$ cat config.mk
export PLATFORM = sky130hd
export DESIGN_NAME = pinirq_aggr
export DESIGN_NICKNAME = d
export VERILOG_FILES = /design/src/rtl/pinirq_pkg.sv /design/src/rtl/pinirq_rst_sync.sv /design/src/rtl/pinirq_edge.sv /design/src/rtl/pinirq_regs.sv /design/src/rtl/pinirq_aggr.sv
export SDC_FILE = /design/constraint.sdc
export NUM_CORES = 1
export LEC_CHECK = 0
export ABC_AREA = 1
export BUFFER_PORTS_ARGS = -buffer_cell sky130_fd_sc_hd__buf_2
export CAP_MARGIN = 25
export CORE_MARGIN = 3
export CORE_UTILIZATION = 35
export CTS_CLUSTER_DIAMETER = 150
export DETAILED_ROUTE_END_ITERATION = 7
export GPL_ROUTABILITY_DRIVEN = 0
export GPL_TIMING_DRIVEN = 0
export PLACE_DENSITY = 0.55
export SYNTH_ARGS = -nofsm -noshare
export SYNTH_HDL_FRONTEND = slang
export SYNTH_SLANG_ARGS = --single-unit
$ cat constraint.sdc
create_clock -name clk_i -period 6.3 [get_ports clk_i]
set_input_delay 0.315 -clock clk_i [delete_from_list [all_inputs] [get_ports clk_i]]
set_output_delay 0.315 -clock clk_i [all_outputs]
set_load 0.01 [all_outputs]
$ cat src/rtl/pinirq_pkg.sv
package pinirq_pkg;

  localparam int unsigned LINES  = 32;
  localparam int unsigned DATA_W = 32;
  localparam int unsigned ADDR_W = 5;

  localparam logic [ADDR_W-1:0] OFS_EVT = 5'h0C;
  localparam logic [ADDR_W-1:0] OFS_MSK = 5'h10;
  localparam logic [ADDR_W-1:0] OFS_CTL = 5'h14;

  typedef enum logic [1:0] {
    SEL_NONE = 2'd0,
    SEL_EVT  = 2'd1,
    SEL_MSK  = 2'd2,
    SEL_CTL  = 2'd3
  } reg_sel_e;

  function automatic reg_sel_e decode_ofs(input logic [ADDR_W-1:0] ofs);
    reg_sel_e sel;
    case (ofs)
      OFS_EVT: sel = SEL_EVT;
      OFS_MSK: sel = SEL_MSK;
      OFS_CTL: sel = SEL_CTL;
      default: sel = SEL_NONE;
    endcase
    return sel;
  endfunction

endpackage

$ cat src/rtl/pinirq_rst_sync.sv
module pinirq_rst_sync #(
  parameter int unsigned STAGES = 2
) (
  input  logic clk_i,
  input  logic arst_ni,
  output logic rst_no
);

  logic [STAGES-1:0] chain_q;
  logic [STAGES-1:0] chain_d;

  always_comb begin
    chain_d = {chain_q[STAGES-2:0], 1'b1};
  end

  always_ff @(posedge clk_i or negedge arst_ni) begin
    if (!arst_ni) chain_q <= '0;
    else          chain_q <= chain_d;
  end

  assign rst_no = chain_q[STAGES-1];

endmodule

$ cat src/rtl/pinirq_edge.sv
module pinirq_edge #(
  parameter int unsigned LINES = 32,
  parameter int unsigned PRIME = 3
) (
  input  logic             clk_i,
  input  logic             rst_ni,
  input  logic [LINES-1:0] pin_i,
  input  logic [LINES-1:0] fall_only_i,   // register-bit order
  output logic [LINES-1:0] hit_o          // register-bit order
);

  logic [LINES-1:0] meta_q, sync_q, prev_q;
  logic [LINES-1:0] meta_d, sync_d, prev_d;
  logic [PRIME-1:0] prime_q, prime_d;
  logic             primed;
  logic [LINES-1:0] lvl_bits;

  // next-state
  always_comb begin
    meta_d  = pin_i;
    sync_d  = meta_q;
    prev_d  = sync_q;
    prime_d = {prime_q[PRIME-2:0], 1'b1};
  end

  // registers
  always_ff @(posedge clk_i or negedge rst_ni) begin
    if (!rst_ni) begin
      meta_q  <= '0;
      sync_q  <= '0;
      prev_q  <= '0;
      prime_q <= '0;
    end else begin
      meta_q  <= meta_d;
      sync_q  <= sync_d;
      prev_q  <= prev_d;
      prime_q <= prime_d;
    end
  end

  assign primed = prime_q[PRIME-1];

  for (genvar n = 0; n < LINES; n++) begin : g_line
    localparam int unsigned B = LINES - 1 - n;
    logic rise, fall;
    assign rise        = sync_q[n] & ~prev_q[n];
    assign fall        = ~sync_q[n] & prev_q[n];
    assign hit_o[B]    = primed & (fall | (rise & ~fall_only_i[B]));
    assign lvl_bits[B] = sync_q[n];
  end

  // a falling-only line may only fire while its synchronised level is low
  AST_FALL_ONLY_LOW: assert property (@(posedge clk_i) disable iff (!rst_ni)
    ((hit_o & fall_only_i & lvl_bits) == '0));

  // no hit while the synchroniser is still filling after reset
  AST_QUIET_AFTER_RESET: assert property (@(posedge clk_i) disable iff (!rst_ni)
    $rose(rst_ni) |-> (hit_o == '0));

endmodule

$ cat src/rtl/pinirq_regs.sv
module pinirq_regs
  import pinirq_pkg::*;
#(
  parameter int unsigned NL = 32,
  parameter int unsigned AW = 5
) (
  input  logic          clk_i,
  input  logic          rst_ni,
  input  logic [AW-1:0] addr_i,
  input  logic          we_i,
  input  logic [NL-1:0] wdata_i,
  input  logic [NL-1:0] hit_i,
  output logic [NL-1:0] rdata_o,
  output logic [NL-1:0] evt_o,
  output logic [NL-1:0] msk_o,
  output logic [NL-1:0] ctl_o
);

  reg_sel_e      sel;
  logic          evt_en, msk_en, ctl_en, clr_en;
  logic [NL-1:0] evt_q, msk_q, ctl_q;
  logic [NL-1:0] evt_d, msk_d, ctl_d;
  logic [NL-1:0] clr_bits;

  always_comb begin
    sel      = decode_ofs(addr_i);
    clr_en   = we_i && (sel == SEL_EVT);
    msk_en   = we_i && (sel == SEL_MSK);
    ctl_en   = we_i && (sel == SEL_CTL);
    clr_bits = clr_en ? wdata_i : '0;
    evt_en   = clr_en || (hit_i != '0);
    // a new edge overrides a simultaneous acknowledge
    evt_d    = (evt_q & ~clr_bits) | hit_i;
    msk_d    = wdata_i;
    ctl_d    = wdata_i;
  end

  always_ff @(posedge clk_i or negedge rst_ni) begin
    if (!rst_ni) begin
      evt_q <= '0;
      msk_q <= '0;
      ctl_q <= '0;
    end else begin
      if (evt_en) evt_q <= evt_d;
      if (msk_en) msk_q <= msk_d;
      if (ctl_en) ctl_q <= ctl_d;
    end
  end

  always_comb begin
    case (sel)
      SEL_EVT: rdata_o = evt_q;
      SEL_MSK: rdata_o = msk_q;
      SEL_CTL: rdata_o = ctl_q;
      default: rdata_o = '0;
    endcase
  end

  assign evt_o = evt_q;
  assign msk_o = msk_q;
  assign ctl_o = ctl_q;

  AST_EVT_STICKY: assert property (@(posedge clk_i) disable iff (!rst_ni)
    !$past(clr_en) |-> (($past(evt_q) & ~evt_q) == '0));

  AST_SET_WINS: assert property (@(posedge clk_i) disable iff (!rst_ni)
    (($past(hit_i) & ~evt_q) == '0));

  AST_NO_SPURIOUS: assert property (@(posedge clk_i) disable iff (!rst_ni)
    ((evt_q & ~$past(evt_q) & ~$past(hit_i)) == '0));

  AST_MSK_HOLD: assert property (@(posedge clk_i) disable iff (!rst_ni)
    !$past(msk_en) |-> $stable(msk_q));

endmodule

$ cat src/rtl/pinirq_aggr.sv
module pinirq_aggr
  import pinirq_pkg::*;
(
  input  logic              clk_i,
  input  logic              rst_ni,
  input  logic [LINES-1:0]  pin_i,
  input  logic [ADDR_W-1:0] bus_addr_i,
  input  logic              bus_we_i,
  input  logic [DATA_W-1:0] bus_wdata_i,
  output logic [DATA_W-1:0] bus_rdata_o,
  output logic              irq_o
);

  logic             rst_n;
  logic [LINES-1:0] hit, evt, msk, ctl;

  pinirq_rst_sync #(.STAGES(2)) u_rst (
    .clk_i   (clk_i),
    .arst_ni (rst_ni),
    .rst_no  (rst_n)
  );

  pinirq_edge #(.LINES(LINES), .PRIME(3)) u_edge (
    .clk_i       (clk_i),
    .rst_ni      (rst_n),
    .pin_i       (pin_i),
    .fall_only_i (ctl),
    .hit_o       (hit)
  );

  pinirq_regs #(.NL(LINES), .AW(ADDR_W)) u_regs (
    .clk_i   (clk_i),
    .rst_ni  (rst_n),
    .addr_i  (bus_addr_i),
    .we_i    (bus_we_i),
    .wdata_i (bus_wdata_i),
    .hit_i   (hit),
    .rdata_o (bus_rdata_o),
    .evt_o   (evt),
    .msk_o   (msk),
    .ctl_o   (ctl)
  );

  assign irq_o = |(evt & msk);

  // the request only drops after software acknowledged or masked
  AST_IRQ_DROP: assert property (@(posedge clk_i) disable iff (!rst_n)
    $fell(irq_o) |-> $past(bus_we_i &&
      ((bus_addr_i == OFS_EVT) || (bus_addr_i == OFS_MSK))));

  AST_RESET_IDLE: assert property (@(posedge clk_i) disable iff (!rst_n)
    $rose(rst_n) |-> !irq_o);

endmodule

==> flow_summary_export.csv <==
group,metric,value,unit
critical_path,cp_slowest_stage_delay,310,ps
critical_path,start_kind,"input pin",
logic_synthesis,ys_seq_elements,197,
timing,slew-limit-headroom,0.550,
logic_synthesis,synth_edf_count,0,
logic_synthesis,synth_area_per_cell,8.98,um^2
logic_synthesis,synth.most_common_cell,"nand2_1",
finish,syn2layout_area_growth,23.9,%
place,portBuffers,103,
routing,vias,5934,
timing,whs,106,ps
routing,drc_errors,0,
critical_path,worstPathArrival,1700,ps
floorplan,pin_count,105,
timing,finalCriticalPeriod,2010,ps
routing,postRouteAntennaNets,0,
logic_synthesis,synth_area_leaders,"dfrtp_1 (64%), nand2_1 (22%), nand3_1 (4.2%)",
finish,final_nets,1083,
place,hpwl,12500,um
floorplan,rows,53,
finish,final_layout_size_suffix_gt1_frac,0.162,
flow_run,cap_violations,0,
pwr,vdd_drop_max,0.000134,V
clock_tree,post-cts-setup-buffers,0,
critical_path,crit_type,"input pin to output pin",
grt,grt_start_max_net_pins,70,
critical_path,required,5980,ps
timing,worst_slack,4290,ps
pwr,p_int,2010,uW
timing,finClkSkew,13.7,ps
routing,wl_per_cell,14.4,um
critical_path,cp_max_fo,10,
floorplan,dieArea,0.0237,mm^2
pwr,total_power,2750,uW
routing,viasPerCell,4.57,
clock_tree,cts.path.max_buffers,2,
timing,clock.fmax,497,MHz
grt,grt_pass1_wl,30500,um
timing,rsz0062_at_grt,"no",
floorplan,die_y,154,um
clock_tree,cts.htree.levels,4,
routing,dr.first_iter.drc_count,417,
finish,nFillCells,2143,
logic_synthesis,synthFlopType,"dfrtp_1",
logic_synthesis,ys_seq_area_frac,0.644,
critical_path,end_kind,"output pin",
logic_synthesis,synth_top_area_cell,"dfrtp_1",
clock_tree,clock_sinks,197,
min_path,min_path_type,"input pin to flop",
critical_path,critPathMostFrequentCell,"buf_2",
clock_tree,cts_resized,0,
grt,grt_pass1_vias,5869,
logic_synthesis,post-synth-top-area-fraction,0.644,
timing,worst_slew_pin_slew,676,ps
clock_tree,root_buffer,"clkbuf_16",
critical_path,worstPathCellList,"buf_2 -> nor2_1 -> nand2_1 -> nor2_4 -> buf_2 -> nand2_1 -> nand3_1 -> buf_2",
pwr,p_leak,0.00491,uW
clock_tree,cts_buffers,17,
grt,antenna_found_initial,1,
run_status,status,"completed",
logic_synthesis,syn_area,0.00765,mm^2
place,pre_cts_ws,4270,ps
logic_synthesis,synth_common_cells,"nand2_1 (442), dfrtp_1 (197), nand3_1 (64), nor2_1 (44), inv_1 (35)",
logic_synthesis,netlist_instances,852,
pwr,seqPwrFrac,0.532,
logic_synthesis,async_flop_share,1.00,
timing,slew_violations,0,
pwr,clkPwrFrac,0.372,
pwr,comb_power_share,0.096,
routing,dr.pass1.iters,5,
pwr,switching_power,743,uW
floorplan,fp.dieW,154,um
routing,wirelength,18700,um
finish,diodes,0,
clock_tree,cts_tree,"built",
floorplan,initial_utilization,0.360,
grt,track_usage,0.163,
clock_tree,insertion_delay,430,ps
timing,setup_viol,0,
logic_synthesis,synth_warnings,0,
timing,hold_viol,0,
timing,fin_crit_sh,0.319,
grt,grt-ovfl-total,0,
pwr,sw_frac_of_total,0.270,
floorplan,core,0.0212,mm^2
critical_path,cp_slowest_cell,"buf_2",
clock_tree,clkTransAtPathRegs,80,ps
pwr,power_density,290,mW/mm^2
logic_synthesis,synth_cell_type_count,16,
==> power groups by stage <==
stage	sequential [uW]	clock [uW]	combinational, uW
floorplan	1480	0	152
global placement	1510	0	219
detailed placement	1490	0	252
CTS	1460	1060	270
global route	1480	1110	309
finish	1460	1020	264
==> registers in the layout, indices dropped and copies added, names as in the netlist <==
signal,flops
u_edge.prime_q,3
u_edge.meta_q,32
u_regs.evt_o,32
u_regs.ctl_o,32
u_rst.chain_q,2
u_edge.prev_q,32
u_edge.prev_d,32
u_regs.msk_o,32
==> final timing paths <==
check | startpoint | end | slack (ps) | cells after the start
worst max-delay path | bus_addr_i[1] | bus_rdata_o[11] | 4290 | 8
worst min-delay path | bus_wdata_i[29] | u_regs.msk_o[29] | 110 | 3
worst max register to register | u_edge.prime_q[2] | u_regs.evt_o[22] | 4950 | 3
worst min register to register | u_rst.chain_q[1] | u_edge.meta_q[22] | 230 | 0
max in group asynchronous | u_rst.chain_q[1] | u_regs.msk_o[23] | 5100 | 2
min in group asynchronous | rst_ni | u_rst.chain_q[1] | 190 | 2
==> worst max-delay path: cells and delay by family <==
kind,cells,cell delay [ps]
buffers and inverters,3,560
AND/OR/NAND/NOR,5,810
==> per-stage QoR <==
stage | setup TNS [ps] | instance area (um^2) | utilization | cells
global placement | -400020 | 8510 | 0.401 | 1231
detailed placement | 0 | 8600 | 0.405 | 1234
floorplan | 0 | 7650 | - | 853
CTS | 0 | 9480 | 0.447 | 1299
finish | 0 | 9480 | 0.447 | 1299
global route | 0 | 9480 | 0.447 | 1299
==> layer usage <==
layer	vias to the layer above	global-route usage	wire [um]
met4	2	0.0471	350
met1	2787	0.228	9040
met2	148	0.254	8360
met5	-	0	8
met3	25	0.0433	955
li1	2972	-	-
==> layout make-up <==
| class | count | area [um^2] | area share |
|---|---|---|---|
| clock buffers | 18 | 429 | 0.0453 |
| clock inverters | 14 | 116 | 0.0123 |
| multi-input cells | 589 | 2440 | 0.257 |
| inverters | 36 | 135 | 0.0143 |
| plain buffers | 31 | 151 | 0.0160 |
| flip-flops and latches | 197 | 4930 | 0.521 |
| well taps | 275 | 344 | 0.0363 |
| repair buffers | 139 | 928 | 0.0980 |
==> what timing repair did <==
action / CTS / global route
hold endpoints to repair: 34 / 0
hold buffers: 33 / 0
endpoints found under the setup margin: 0 / 0
==> logic make-up after synthesis <==
| group | Yosys count | share of synthesized area |
|---|---|---|
| AO/OA/AOI/OAI | 32 | 0.0314 |
| other | 1 | 0.000490 |
| AND/OR/NAND/NOR | 555 | 0.286 |
| flip-flops | 197 | 0.644 |
| buffers and inverters | 67 | 0.0375 |
==> cells in the final DEF, fill, tap and decap left out <==
cell type	netlist	routed
inv_2	1	1
nand2_1	442	442
clkbuf_1	6	7
nand3_1	64	64
nor2_1	44	44
buf_2	19	122
inv_1	35	35
dlygate4sd3_1	0	33
dfrtp_4	0	1
buf_4	3	3
clkinv_4	0	4
clkbuf_16	0	17
buf_16	0	3
o211ai_1	32	32
inv_8	0	2
inv_6	0	5
nand2_2	1	1
nor3_2	1	1
nor2_4	2	2
clkinv_2	0	3
dfrtp_1	197	196
buf_1	3	3
conb_1	1	2
nor2_2	1	1
Power figures use the tool's default switching activity.
